[src/rtl/pipe_adc_merge_pkg.sv]
package pipe_adc_merge_pkg;

    typedef enum logic [0:0] {
        ERR_CLEAN = 1'b0,
        ERR_HELD  = 1'b1
    } err_state_t;

    localparam logic [1:0] THERM_LOW  = 2'b00;
    localparam logic [1:0] THERM_MID  = 2'b01;
    localparam logic [1:0] THERM_HIGH = 2'b11;
    localparam logic [1:0] THERM_BAD  = 2'b10;

endpackage

[src/rtl/pipe_adc_stage_dec.sv]
module pipe_adc_stage_dec
    import pipe_adc_merge_pkg::*;
(
    input  logic [1:0] therm,
    output logic [1:0] digit,
    output logic       bad
);

    always_comb begin
        unique case (therm)
            THERM_LOW:  begin digit = 2'd0; bad = 1'b0; end
            THERM_MID:  begin digit = 2'd1; bad = 1'b0; end
            THERM_HIGH: begin digit = 2'd2; bad = 1'b0; end
            THERM_BAD:  begin digit = 2'd1; bad = 1'b1; end
        endcase
    end

endmodule

[src/rtl/pipe_adc_delay.sv]
module pipe_adc_delay #(
    parameter int W     = 1,
    parameter int DEPTH = 1
) (
    input  logic         clk,
    input  logic         rst_n,
    input  logic [W-1:0] d,
    output logic [W-1:0] q
);

    generate
        if (DEPTH == 0) begin : g_wire
            assign q = d;
        end else begin : g_regs
            logic [W-1:0] taps [DEPTH];

            always_ff @(posedge clk or negedge rst_n) begin
                if (!rst_n) begin
                    for (int i = 0; i < DEPTH; i++) begin
                        taps[i] <= '0;
                    end
                end else begin
                    taps[0] <= d;
                    for (int i = 1; i < DEPTH; i++) begin
                        taps[i] <= taps[i-1];
                    end
                end
            end

            assign q = taps[DEPTH-1];
        end
    endgenerate

endmodule

[src/rtl/pipe_adc_err_fsm.sv]
module pipe_adc_err_fsm
    import pipe_adc_merge_pkg::*;
(
    input  logic clk,
    input  logic rst_n,
    input  logic hit,
    output logic sticky
);

    err_state_t state;
    err_state_t state_nxt;

    always_ff @(posedge clk or negedge rst_n) begin
        if (!rst_n) begin
            state <= ERR_CLEAN;
        end else begin
            state <= state_nxt;
        end
    end

    always_comb begin
        state_nxt = state;
        sticky    = 1'b0;
        unique case (state)
            ERR_CLEAN: begin
                if (hit) begin
                    state_nxt = ERR_HELD;
                end
            end
            ERR_HELD: begin
                sticky = 1'b1;
            end
        endcase
    end

    // once held, the flag never drops without reset
    a_r7_sticky_hold: assert property (@(posedge clk) disable iff (!rst_n)
        sticky |=> sticky);

endmodule

[src/rtl/pipe_adc_merge.sv]
module pipe_adc_merge #(
    parameter int BE_W   = 8,
    parameter int CH_W   = 6,
    parameter int S1_LAG = 3,
    parameter int S2_LAG = 2,
    parameter int NUM_CH = 64
) (
    input  logic              clk,
    input  logic              rst_n,
    input  logic              in_valid,
    input  logic [CH_W-1:0]   in_chan,
    input  logic [1:0]        s1_therm,
    input  logic [1:0]        s2_therm,
    input  logic [BE_W-1:0]   be_code,
    output logic              out_valid,
    output logic [BE_W+1:0]   out_code,
    output logic [CH_W-1:0]   out_chan,
    output logic              out_err,
    output logic              out_eos,
    output logic              err_sticky
);

    localparam int OUT_W   = BE_W + 2;
    localparam int LAST_CH = NUM_CH - 1;
    localparam int P1_W    = 1 + CH_W + 2 + 1;
    localparam int P2_W    = 2 + 1;

    // stage decode
    logic [1:0] d1_now;
    logic [1:0] d2_now;
    logic       bad1_now;
    logic       bad2_now;

    pipe_adc_stage_dec u_dec1 (.therm(s1_therm), .digit(d1_now), .bad(bad1_now));
    pipe_adc_stage_dec u_dec2 (.therm(s2_therm), .digit(d2_now), .bad(bad2_now));

    // alignment: first stage carries valid and channel tag
    logic [P1_W-1:0] p1_in;
    logic [P1_W-1:0] p1_out;
    logic [P2_W-1:0] p2_in;
    logic [P2_W-1:0] p2_out;

    assign p1_in = {in_valid, in_chan, d1_now, bad1_now};
    assign p2_in = {d2_now, bad2_now};

    pipe_adc_delay #(.W(P1_W), .DEPTH(S1_LAG)) u_dly1 (
        .clk(clk), .rst_n(rst_n), .d(p1_in), .q(p1_out)
    );
    pipe_adc_delay #(.W(P2_W), .DEPTH(S2_LAG)) u_dly2 (
        .clk(clk), .rst_n(rst_n), .d(p2_in), .q(p2_out)
    );

    logic            al_valid;
    logic [CH_W-1:0] al_chan;
    logic [1:0]      al_d1;
    logic [1:0]      al_d2;
    logic            al_bad1;
    logic            al_bad2;
    logic            al_err;
    logic            al_last;

    assign {al_valid, al_chan, al_d1, al_bad1} = p1_out;
    assign {al_d2, al_bad2}                    = p2_out;
    assign al_err  = al_valid & (al_bad1 | al_bad2);
    assign al_last = al_valid && (al_chan == CH_W'(LAST_CH));

    // overlapped sum: stage weights overlap the back-end by one bit
    logic [OUT_W-1:0] w1;
    logic [OUT_W-1:0] w2;
    logic [OUT_W-1:0] wc;
    logic [OUT_W-1:0] merged;

    assign w1     = OUT_W'(al_d1) << BE_W;
    assign w2     = OUT_W'(al_d2) << (BE_W - 1);
    assign wc     = OUT_W'(be_code);
    assign merged = w1 + w2 + wc;

    always_ff @(posedge clk or negedge rst_n) begin
        if (!rst_n) begin
            out_valid <= 1'b0;
            out_code  <= '0;
            out_chan  <= '0;
            out_err   <= 1'b0;
            out_eos   <= 1'b0;
        end else begin
            out_valid <= al_valid;
            out_code  <= merged;
            out_chan  <= al_chan;
            out_err   <= al_err;
            out_eos   <= al_last;
        end
    end

    pipe_adc_err_fsm u_err (
        .clk(clk), .rst_n(rst_n), .hit(al_err), .sticky(err_sticky)
    );

    // a flagged result is always covered by the sticky flag
    a_r7_err_sets_sticky: assert property (@(posedge clk) disable iff (!rst_n)
        out_err |-> err_sticky);

    // end of scan only on a valid last-channel result
    a_r8_eos_on_last: assert property (@(posedge clk) disable iff (!rst_n)
        out_eos |-> (out_valid && out_chan == CH_W'(LAST_CH)));

    // no error reported outside a valid result
    a_r10_err_needs_valid: assert property (@(posedge clk) disable iff (!rst_n)
        out_err |-> out_valid);

    // a valid result is fully defined
    a_r3_code_known: assert property (@(posedge clk) disable iff (!rst_n)
        out_valid |-> !$isunknown(out_code));

endmodule

[config.mk]
export PLATFORM = sky130hd
export DESIGN_NAME = pipe_adc_merge
export DESIGN_NICKNAME = d
export VERILOG_FILES = /design/src/rtl/pipe_adc_merge_pkg.sv /design/src/rtl/pipe_adc_stage_dec.sv /design/src/rtl/pipe_adc_delay.sv /design/src/rtl/pipe_adc_err_fsm.sv /design/src/rtl/pipe_adc_merge.sv
export SDC_FILE = /design/constraint.sdc
export NUM_CORES = 1
export LEC_CHECK = 0
export ABC_AREA = 1
export BUFFER_PORTS_ARGS = -buffer_cell sky130_fd_sc_hd__buf_2
export CAP_MARGIN = 10
export CORE_MARGIN = 3
export CORE_UTILIZATION = 47
export DETAILED_ROUTE_END_ITERATION = 16
export GPL_ROUTABILITY_DRIVEN = 0
export PLACE_DENSITY = 0.74
export SLEW_MARGIN = 0
export SYNTH_ARGS = -nofsm -noshare
export SYNTH_HDL_FRONTEND = slang
export SYNTH_SLANG_ARGS = --single-unit
export TNS_END_PERCENT = 10
[constraint.sdc]
create_clock -name clk -period 1.8 [get_ports clk]
set_input_delay 0.27 -clock clk [delete_from_list [all_inputs] [get_ports clk]]
set_output_delay 0.27 -clock clk [all_outputs]
set_load 0.03 [all_outputs]
# [Word-level counts from Yosys, hierarchy flattened]
# Index checks and enable logic that the tools add are counted.
[op_classes] bitwise=2 n_eq_ne=7 addsub=2 reduce_logical=7 mux=7
[op_table] cell="2-bit case mux with 3 select lines" count=2
[op_table] cell="10-bit by 8-bit adder with 10-bit output" count=1
[op_table] cell="10-bit by 9-bit adder with 10-bit output" count=1
[op_table] cell="2-bit equality test (second input constant)" count=4
[op_table] cell="6-bit equality test (second input constant)" count=1
[op_table] cell="3-bit OR reduction" count=2
[op_table] cell="2-bit by 1-bit equality test with 1-bit output (second input constant)" count=2
[op_table] cell="2-bit zero test" count=2
[op_table] cell="1-bit case mux with 2 select lines" count=2
[op_table] cell="2-bit OR reduction" count=2
[op_table] cell="1-bit 2-to-1 mux" count=3
[op_table] cell="1-bit AND" count=1
[op_table] cell="1-bit logical AND" count=1
[op_table] cell="1-bit bitwise OR" count=1
[word_totals] out_inout_bits=20 wordCells=36 reg_bits=56

# [Logic depth before layout (Yosys ltp)]
# Gate-level depths: netlist (run 1).
[logic_depth] ltp_word=4 depth_mapped=4 ltp_nobuf=4

# [By module]
# From an unflattened synthesis (run 1), not the netlist that was laid out.
[hier_totals] cells_unflattened=91 hier_area_um2=1654.1
[by_module_without_submodules] module="pipe_adc_delay at u_dly1" instances=1 area_per_inst_um2=825.8 cells_each=40 seq_area_each_um2=750.7
[by_module_without_submodules] module="pipe_adc_merge" instances=1 area_per_inst_um2=554.3 cells_each=30 seq_area_each_um2=475.5
[by_module_without_submodules] module="pipe_adc_delay at u_dly2" instances=1 area_per_inst_um2=172.7 cells_each=9 seq_area_each_um2=150.1
[by_module_without_submodules] module="pipe_adc_stage_dec" instances=2 area_per_inst_um2=32.5 cells_each=4 seq_area_each_um2=0.0
[by_module_without_submodules] module="pipe_adc_err_fsm" instances=1 area_per_inst_um2=36.3 cells_each=4 seq_area_each_um2=25.0

# [Worst setup path after synthesis (run 1)]
# Ideal clock, no wire load.
[synth_timing] path_kind="register to register" start="reg u_dly2.g_regs.taps, in the netlist u_dly2.q[1]" end="reg out_code[9]" setup_ns=0.123 stages_incl_launch_ff=5 setup_slack_ns=0.722 arrival_ns=0.956 n_path_buf=0 period_less_slack_ns=1.078 cell_sequence="dfrtp_1 ha_1 inv_1 fa_1 xnor2_1"
[synth_between] elab_chain_len=2
[synth_rtl] item="start: declaration" line_no="pipe_adc_delay.sv:15" text="logic [W-1:0] taps [DEPTH];"
[synth_rtl] item="start signal: indexed assignment" line_no="pipe_adc_delay.sv:25" text="taps[i] <= taps[i-1];"
[synth_rtl] item="10-bit by 9-bit adder with 10-bit output" line_no="pipe_adc_merge.sv:76" text="assign merged = w1 + w2 + wc;"
[synth_rtl] item="10-bit by 8-bit adder with 10-bit output" line_no="pipe_adc_merge.sv:76"
[synth_rtl] item="via merged[9]" line_no="pipe_adc_merge.sv:71" text="logic [OUT_W-1:0] merged;"
[synth_rtl] item="end signal: assignment" line_no="pipe_adc_merge.sv:87" text="out_code <= merged;"
[synth_rtl] item="end: declaration" line_no="pipe_adc_merge.sv:16" text="output logic [BE_W+1:0] out_code,"
# The timed path passes the listed nets, and every way through them passes these cells.

# [Worst setup path in the final report (run 1)]
[layout_timing] start="reg u_err.state" end="out err_sticky"
[layout_between] elab_chain_len=1
[layout_rtl] item="start: declaration" line_no="pipe_adc_err_fsm.sv:10" text="err_state_t state;"
[layout_rtl] item="start signal: assignment" line_no="pipe_adc_err_fsm.sv:17" text="state <= state_nxt;"
[layout_rtl] item="1-bit 2-to-1 mux" line_no="pipe_adc_err_fsm.sv:24" text="unique case (state)"
[layout_rtl] item="end: declaration" line_no="pipe_adc_merge.sv:20" text="output logic err_sticky"
# No other way between the ends.

==> metrics, run 1 <==
Worst Tran Pin Value 446 ps; distinct cell type count after synthesis 9; total CTS buffers 5; Req. time, crit path 1530 ps; Worst path depth 1; CTS tree done; Rows 20; vias in the first global route 802; Total Nets Final 172; fin crit period 1220 ps; VDD IR max 554 uV; vias per cell 4.12; headroom to the max-slew limit 70.3%; GRT Util Overall 11.6%; Leak Pwr 1.08 nW; status completed; f_max 822 MHz; period utilization 67.6%; largest net degree at the start of global routing 38; register area share after synthesis 89.5%; max-slew violations 0; CP max stage cell dfrtp_1; Non-Filler Instances 190; largest area contributor in the netlist dfrtp_1; crit path buf inv count 1; Initial Util 50.1%; number of nets with antenna violations after routing 0; TritonRoute pass-1 iters 2; mux contribution to synthesized area 0%; hold depth 2; port buffer count 40; Largest stage delay, worst path 410 ps; total congestion overflow 0; layout cells sized above 1 33.6%; Hold WC Path Type in -> reg; final setup violation count 0; Yosys reg bits 56; final hold vios 0; largest fanout on the critical path 2; critical path class reg -> out; Post-Syn Instances 82; xor/xnor share of the synthesized area 0.559%; Detailed Place HPWL 1270 um; H-Tree Depth 2; # DRC 0; via count 783; CP arrival 950 ps; die height 63.7 um; largest family of logic cells by synthesized area adder cells; Clk Tree Root Cell clkbuf_4; synthesized-area fraction occupied by and/or/nand/nor cells 1.52%; initial antenna violation count 0; first-pass GRT wire length 3470 um; core area 0.00313 mm^2; crit end category primary output; worst path cell trace buf_2; Max Cap Viol 0; CTS Buffer Depth 2; Post-Synth Adder-Cell Area 5.27%; Mapped Avg Cell Area 19.1 um^2; syn_nets 109; Worst setup SP type flop; placed cell count 167; I/O pins 41; synth top area cells dfrtp_1, ha_1, inv_1; Die Wd 63.7 um; antenna diode count 0; synthesis-to-finish area growth 33.9%; unrepaired setup endpoints after global routing false; DR WL/cell 10.2 um; clock-pin slew on the worst setup and hold paths 140 ps; area share of the largest cell type after synthesis 89.5%; FF-to-FF path depth 4; TritonCTS Sinks 56; pwr dens 1120 mW/mm^2; Top Family by Delay on Critical Path flip-flops; synth warn 0; die area 0.00406 mm^2; Synth Area in Compound Gates 0.319%; setup tns final 0 ps; Clk Latency, worst-skew pair 360 ps; Post-CTS Setup Repair Bufs 0; Worst Clk Skew 12.3 ps; DRT iter0 DRCs 31; WL final 1940 um; Mapped Area 0.00157 mm^2
[registers in the layout, summed over array words and instances (netlist names)]
signal              cells
out_code               10
u_err.state             1
out_chan                6
u_dly2.q                3
u_dly1.q               10
out_err                 1
u_dly1.g_regs.taps     20
out_valid               1
u_dly2.g_regs.taps      3
out_eos                 1
[cells by family after synthesis]
logic type / count (synthesis)
DFF: 56
AOI/OAI and AO/OA: 1
and+or+nand+nor: 6
adders and majority gates: 6
buffers and inverters: 12
xor gates and xnor gates: 1
[cell type report]
class	instances	area [um^2]
flip-flops and latches	56	1400
fillers	207	1030
repair buffers	56	370
multi-input cells	14	120
clock inverters	3	68.8
well taps	44	55.1
inverters	12	45.0
clock buffers	5	37.5
[worst paths after layout]
| path | start | end | slack [ps] |
|---|---|---|---|
| max in group asynchronous | rst_n | out_code[3]$_DFF_PN0_ | 910 |
| hold reg to reg | u_dly1.g_regs.taps[11]$_DFF_PN0_ | u_dly1.q[1]$_DFF_PN0_ | 350 |
| min in group asynchronous | rst_n | out_code[8]$_DFF_PN0_ | 360 |
| setup reg to reg | u_dly2.q[1]$_DFF_PN0_ | out_code[8]$_DFF_PN0_ | 680 |
| setup / recovery | u_err.state$_DFF_PN0_ | err_sticky | 580 |
| hold / removal | be_code[7] | out_code[7]$_DFF_PN0_ | 120 |
[synth_stat cells]
cell type	count
dfrtp_1	56
fa_1	1
ha_1	5
inv_1	12
nand2_1	4
nand3_1	1
nor2_1	1
o21ai_1	1
xnor2_1	1
[where the power goes]
group          switching (mW)  internal [mW]  leakage (nW)
Clock                   0.359          0.437        0.0558
Combinational           0.119         0.0731         0.358
Sequential             0.0194           1.33         0.666
[routing by layer]
layer  track usage [%]  part of all wire, %  up-vias
li1                  -                    -      369
met1              13.4                   41      374
met2              19.2                   49       34
met3              4.92                  7.9        6
met4              4.85                  2.5        0
met5                 0                    0        -
[metrics by stage]
| step | util, % | hold WS [ps] | area [um^2] | total power [mW] | setup WS [ps] |
|---|---|---|---|---|---|
| 2_1_floorplan | - | -25.6 | 1570 | 1.46 | 722 |
| 3_3_place_gp | 58.9 | 229 | 1840 | 1.54 | 668 |
| 3_5_place_dp | 58.9 | 239 | 1840 | 1.55 | 652 |
| 4_1_cts | 67.1 | 107 | 2100 | 2.37 | 558 |
| 5_1_grt | 67.1 | 88.6 | 2100 | 2.46 | 522 |
| 6_report | 67.1 | 125 | 2100 | 2.34 | 583 |
[what timing repair did]
action | in CTS | in global routing
hold buffers | 15 | 0
gates resized for setup | 0 | 0
endpoints found under the setup margin | 0 | 0
endpoints found under the hold margin | 33 | 0
[cells in the final DEF (no fill, tap or decap)]
master,Yosys,layout
buf_12,0,1
buf_2,0,40
bufinv_16,0,2
clkbuf_4,0,5
dfrtp_1,56,56
dlygate4sd3_1,0,15
fa_1,1,1
ha_1,5,5
inv_1,12,12
inv_6,0,1
nand2_1,4,4
nand3_1,1,1
nor2_1,1,1
o21ai_1,1,1
xnor2_1,1,1
No activity file was read; power rests on OpenSTA's default activity.
==> inputs of run 2 (changes only) <==
--- a/config.mk
+++ b/config.mk
@@ -9,7 +9,7 @@
 export BUFFER_PORTS_ARGS = -buffer_cell sky130_fd_sc_hd__buf_2
 export CAP_MARGIN = 10
 export CORE_MARGIN = 3
-export CORE_UTILIZATION = 47
+export CORE_UTILIZATION = 45
 export DETAILED_ROUTE_END_ITERATION = 16
 export GPL_ROUTABILITY_DRIVEN = 0
 export PLACE_DENSITY = 0.74
==> constraint.sdc (replaced) <==
create_clock -name clk -period 1 [get_ports clk]
set_input_delay 0.15 -clock clk [delete_from_list [all_inputs] [get_ports clk]]
set_output_delay 0.15 -clock clk [all_outputs]
set_load 0.03 [all_outputs]
==> run 2 against run 1 <==
Net effect:
- the run now ends with setup timing left
- final cell count up 0.53%
- clock power up 60%
- final area is 6.0% higher
- combinational power is 120% higher
- critical endpoint is now out_code[9]$_DFF_PN0_
==> metrics, run 2 (same netlist as run 1, synthesis figures left out) <==
total congestion overflow 0 (unchanged); FF-to-FF Start u_dly2.q[1]$_DFF_PN0_; TritonCTS Sinks 56 (unchanged); port buffer count 40 (unchanged); via count 774 (-1.1%); synthesis-to-finish area growth 42.0%; first-pass GRT wire length 3660 um (+5.6%); WL final 2150 um (+10%); Finished Core Util 70.0% (+2.9 points); origin of the worst setup path u_dly2.q[1]$_DFF_PN0_; Design Power 4.14 mW (+77%); failing checks setup timing; Largest stage delay, worst path 370 ps (-40 ps); Leak Pwr 1.12 nW (+3.6%); Post-CTS Setup Repair Bufs 0 (unchanged); core area 0.00318 mm^2 (+1.6%); H-Tree Depth 2 (unchanged); placed inst area 0.00184 mm^2 (unchanged); vias per cell 4.05 (-1.7%); Worst Clk Skew 11.7 ps (-0.611 ps); hold_sp s1_therm[0]; f_max 855 MHz; largest fanout on the critical path 1 (-1); CTS Buffer Depth 2 (unchanged); number of nets with antenna violations after routing 0 (unchanged); total CTS buffers 5 (unchanged); I/O pins 41 (unchanged); CP max stage cell fa_1; Rows 20 (unchanged); Total Nets Final 173 (+0.58%); critical path class reg -> reg; Initial Util 49.3% (-0.79 points); Worst Tran Pin Value 275 ps (-170 ps); GRT Util Overall 12.3% (+0.62 points); max-slew violations 0 (unchanged); Req. time, crit path 1250 ps (-280 ps); crit end category flop; layout cells sized above 1 34.7% (+1.1 points); Largest Register u_dly1.g_regs.taps; DRT iter0 DRCs 24 (-23%); commonest non-fill, non-tap cell in the layout dfrtp_1; TritonRoute pass-1 iters 2 (unchanged); worst path cell trace ha_2 > inv_2 > fa_1 > xnor2_1; initial antenna violation count 0 (unchanged); Final Cell Area 0.00222 mm^2 (+6.0%); # DRC 0 (unchanged); placed cell count 167 (unchanged); final setup violation count 22 (+22); period utilization 117%; dpl ws -158 ps (-809 ps); setup tns final -1170 ps (-1170 ps); WHS 25.9 ps (-98.9 ps); clock-pin slew on the worst setup and hold paths 140 ps (about the same); Hold WC Path Type in -> reg; Final WS setup -170 ps (-752 ps); most frequent cells in the layout dfrtp_1, buf_2, buf_6, dlygate4sd3_1, inv_1; DR WL/cell 11.2 um (+9.9%); max FFs per register 20 (unchanged); Clk Latency, worst-skew pair 360 ps (about the same); Clk Tree Root Cell clkbuf_4; Detailed Place HPWL 1300 um (+2.7%); die area 0.00423 mm^2 (+4.0%); antenna diode count 0 (unchanged); largest net degree at the start of global routing 57 (+50%); VDD IR max 985 uV (+78%); fin crit period 1170 ps; Max Cap Viol 0 (unchanged); headroom to the max-slew limit 81.6% (+11 points); Worst setup SP type flop; CTS tree done; Die Wd 65 um (+2.0%); die height 65 um (+2.0%); CP arrival 1420 ps (+470 ps); unrepaired setup endpoints after global routing true; final hold vios 0 (unchanged); Non-Filler Instances 191 (+0.53%); vias in the first global route 808 (+0.75%); pwr dens 1860 mW/mm^2 (+67%); status finished with violations
-- run 2: critical path: cells and delay by family (launching register included) --
family                     cells  cell delay (ps)
buffers and inverters          1               30
adders and majority gates      2              540
xor gates and xnor gates       1              130
DFF                            1              360
-- run 2: final timing paths --
check / slack [ps] / cells past startpoint / endpoint
max: -170 / 4 / out_code[9]$_DFF_PN0_
min in group asynchronous: 290 / 3 / u_dly1.q[3]$_DFF_PN0_
max in group asynchronous: 470 / 3 / u_dly2.q[2]$_DFF_PN0_
min reg2reg: 360 / 0 / u_dly1.g_regs.taps[17]$_DFF_PN0_
max reg2reg: -170 / 4 / out_code[9]$_DFF_PN0_
min: 30 / 2 / u_dly1.g_regs.taps[22]$_DFF_PN0_
-- run 2: final cells by class --
type                            instances  area [um^2]
Clock buffer                            7         65.1
Clock inverter                          1         30.0
Fill cell                             225          953
Inverter                               12         45.0
Multi-Input combinational cell         14          123
Sequential cell                        56         1400
Tap cell                               44         55.1
Timing Repair Buffer                   57          505
-- run 2: what timing repair did --
| action | 4_1_cts | 5_1_grt |
|---|---|---|
| hold buffers | 15 | 1 |
| gates resized for setup | 40 | 2 |
| hold endpoints to repair | 70 | 2 |
| endpoints found under the setup margin | 22 | 22 |
-- run 2: routing by layer --
layer,vias to the layer above,GRT usage (%),wire [um]
met5,-,0,0
met4,0,4.75,36
met3,5,4.68,110
met2,23,22.0,1210
met1,378,12.9,787
li1,368,-,-
-- run 2: power breakdown --
group	leakage [nW]	switching (mW)	internal, mW
clock network	0.0515	0.607	0.664
logic	0.401	0.219	0.199
registers	0.666	0.0500	2.40
==> inputs of run 3 (changes only) <==
--- a/config.mk
+++ b/config.mk
@@ -12,7 +12,7 @@
 export CORE_UTILIZATION = 45
 export DETAILED_ROUTE_END_ITERATION = 16
 export GPL_ROUTABILITY_DRIVEN = 0
-export PLACE_DENSITY = 0.74
+export PLACE_DENSITY_LB_ADDON = 0.15
 export SLEW_MARGIN = 0
 export SYNTH_ARGS = -nofsm -noshare
 export SYNTH_HDL_FRONTEND = slang
==> run 3 against run 2 <==
Net effect:
- the flow still finishes with violations (setup timing)
- sequential cell count unchanged
- highest routed layer unchanged
- critical path type unchanged
- critical endpoint is now out_code[8]$_DFF_PN0_
- setup slack about the same
- wire length fell by 8.1%
==> metrics, run 3 (same netlist as run 1, synthesis figures left out) <==
status finished with violations; failing checks setup timing; port buffer count 40 (unchanged); Clk Latency, worst-skew pair 360 ps (about the same); Clk Tree Root Cell clkbuf_4; Detailed Place HPWL 1300 um (about the same); # DRC 0 (unchanged); fin crit period 1170 ps (+0.120 ps); Largest Register u_dly1.g_regs.taps; most frequent cells in the layout dfrtp_1, buf_2, buf_6, dlygate4sd3_1, inv_1; Hold WC Path Type in -> reg; pwr dens 1710 mW/mm^2 (-7.8%); max-slew violations 0 (unchanged); die height 65 um (unchanged); headroom to the max-slew limit 89.0% (+7.4 points); final hold vios 0 (unchanged); Rows 20 (unchanged); Finished Core Util 69.4% (-0.63 points); TritonRoute pass-1 iters 4 (+2); Worst Clk Skew 11.8 ps (+0.0882 ps); Req. time, crit path 1260 ps (about the same); commonest non-fill, non-tap cell in the layout dfrtp_1; Total Nets Final 173 (unchanged); VDD IR max 1150 uV (+17%); Final WS setup -170 ps (-0.120 ps); area occupied by multi-input gates 130 um^2 (+6.1%); number of nets with antenna violations after routing 0 (unchanged); CTS tree done; GRT Util Overall 11.4% (-0.85 points); Final Cell Area 0.00220 mm^2 (-0.90%); largest net degree at the start of global routing 34 (-40%); vias in the first global route 885 (+9.5%); total CTS buffers 5 (unchanged); die area 0.00423 mm^2 (unchanged); largest fanout on the critical path 1 (unchanged); Worst setup SP type flop; Max Cap Viol 0 (unchanged); fill count 230 (+2.2%); crit end category flop; total congestion overflow 0 (unchanged); DR WL/cell 10.3 um (-8.1%); core area 0.00318 mm^2 (unchanged); CTS Buffer Depth 2 (unchanged); H-Tree Depth 2 (unchanged); Design Power 3.78 mW (-8.7%); WL final 1980 um (-8.1%); placed inst area 0.00186 mm^2 (+1.1%); CP arrival 1430 ps (about the same); unrepaired setup endpoints after global routing true; TritonCTS Sinks 56 (unchanged); via count 771 (-0.39%); Initial Util 49.3% (unchanged); layout cells sized above 1 34.7% (unchanged); Die Wd 65 um (unchanged); synthesis-to-finish area growth 40.7%; critical path class reg -> reg; Reg area 0.00140 mm^2 (unchanged); I/O pins 41 (unchanged); first-pass GRT wire length 3560 um (-2.8%); initial antenna violation count 0 (unchanged); clock-pin slew on the worst setup and hold paths 130 ps (about the same); period utilization 117% (about the same); Leak Pwr 1.11 nW (-0.91%); max FFs per register 20 (unchanged); antenna diode count 0 (unchanged); DRT iter0 DRCs 22 (-8.3%); f_max 855 MHz (about the same); final setup violation count 22 (unchanged); vias per cell 4.04 (-0.39%); Worst Tran Pin Value 164 ps (-111 ps)
-- run 3: cell types whose count changed in the layout (fill, tap and decap cells not counted), sizes merged --
| cell | change |
|---|---|
| clkinvlp | +1 |
| bufinv | -1 |
| clkbuf | -1 |
| dlygate4sd3 | -1 |
| clkinv | +1 |
| buf | +1 |
-- run 3: area by class of cell --
type	count	share of cell area, %
Sequential cell	56	63.6
Timing Repair Buffer	57	23.4
Multi-Input combinational cell	14	5.90
Tap cell	44	2.50
Inverter	12	2.04
Clock buffer	6	1.87
Clock inverter	2	0.738
-- run 3: critical path, stage by stage (launching register included) --
cell	delay, ps
dfrtp_1	350
ha_1	130
inv_1	50
fa_2	520
inv_1	40
-- run 3: path summary, 6_finish.rpt --
path / start / to / slack, ps / cells after the start
worst max-delay path: u_dly2.q[1]$_DFF_PN0_ / out_code[8]$_DFF_PN0_ / -170 / 4
worst min-delay path: be_code[7] / out_code[7]$_DFF_PN0_ / 30 / 2
worst max register to register: u_dly2.q[1]$_DFF_PN0_ / out_code[8]$_DFF_PN0_ / -170 / 4
worst min register to register: u_dly1.g_regs.taps[10]$_DFF_PN0_ / u_dly1.q[0]$_DFF_PN0_ / 360 / 0
max in group asynchronous: rst_n / out_err$_DFF_PN0_ / 520 / 3
min in group asynchronous: rst_n / u_dly1.q[0]$_DFF_PN0_ / 300 / 3
-- run 3: metal layers --
layer	share of wire [%]	up-vias	global-route usage [%]
li1	-	368	-
met1	37	367	11.5
met2	52	34	20.1
met3	10	2	4.85
met4	0.96	0	5.54
met5	0	-	0
-- run 3: metrics by stage --
| stage | setup TNS [ps] | instances | hold slack (ps) | worst slack, ps |
|---|---|---|---|---|
| 6_report | -1150 | 191 | 29.5 | -170 |
| 5_1_grt | -2290 | 191 | 13.0 | -213 |
| 4_1_cts | -1550 | 191 | 19.0 | -162 |
| 3_5_place_dp | -258 | 168 | 151 | -139 |
| 3_3_place_gp | -175 | 168 | 144 | -89.8 |
| 2_1_floorplan | -155 | 82 | -146 | -78.1 |
-- run 3: where the power goes --
| part | internal, mW | leakage [nW] | switching [mW] | total [mW] |
|---|---|---|---|---|
| Sequential | 2.40 | 0.666 | 0.0489 | 2.45 |
| Combinational | 0.210 | 0.414 | 0.222 | 0.432 |
| Clock | 0.281 | 0.0284 | 0.619 | 0.900 |
| Total | 2.89 | 1.11 | 0.890 | 3.78 |
-- run 3: what timing repair did --
action                                 in CTS  in global routing
resized for setup                          40                  2
pin swaps                                   0                  1
buffers inserted                            0                  0
setup endpoints to repair                  22                 22
hold buffers                               15                  0
endpoints found under the hold margin      70                  0
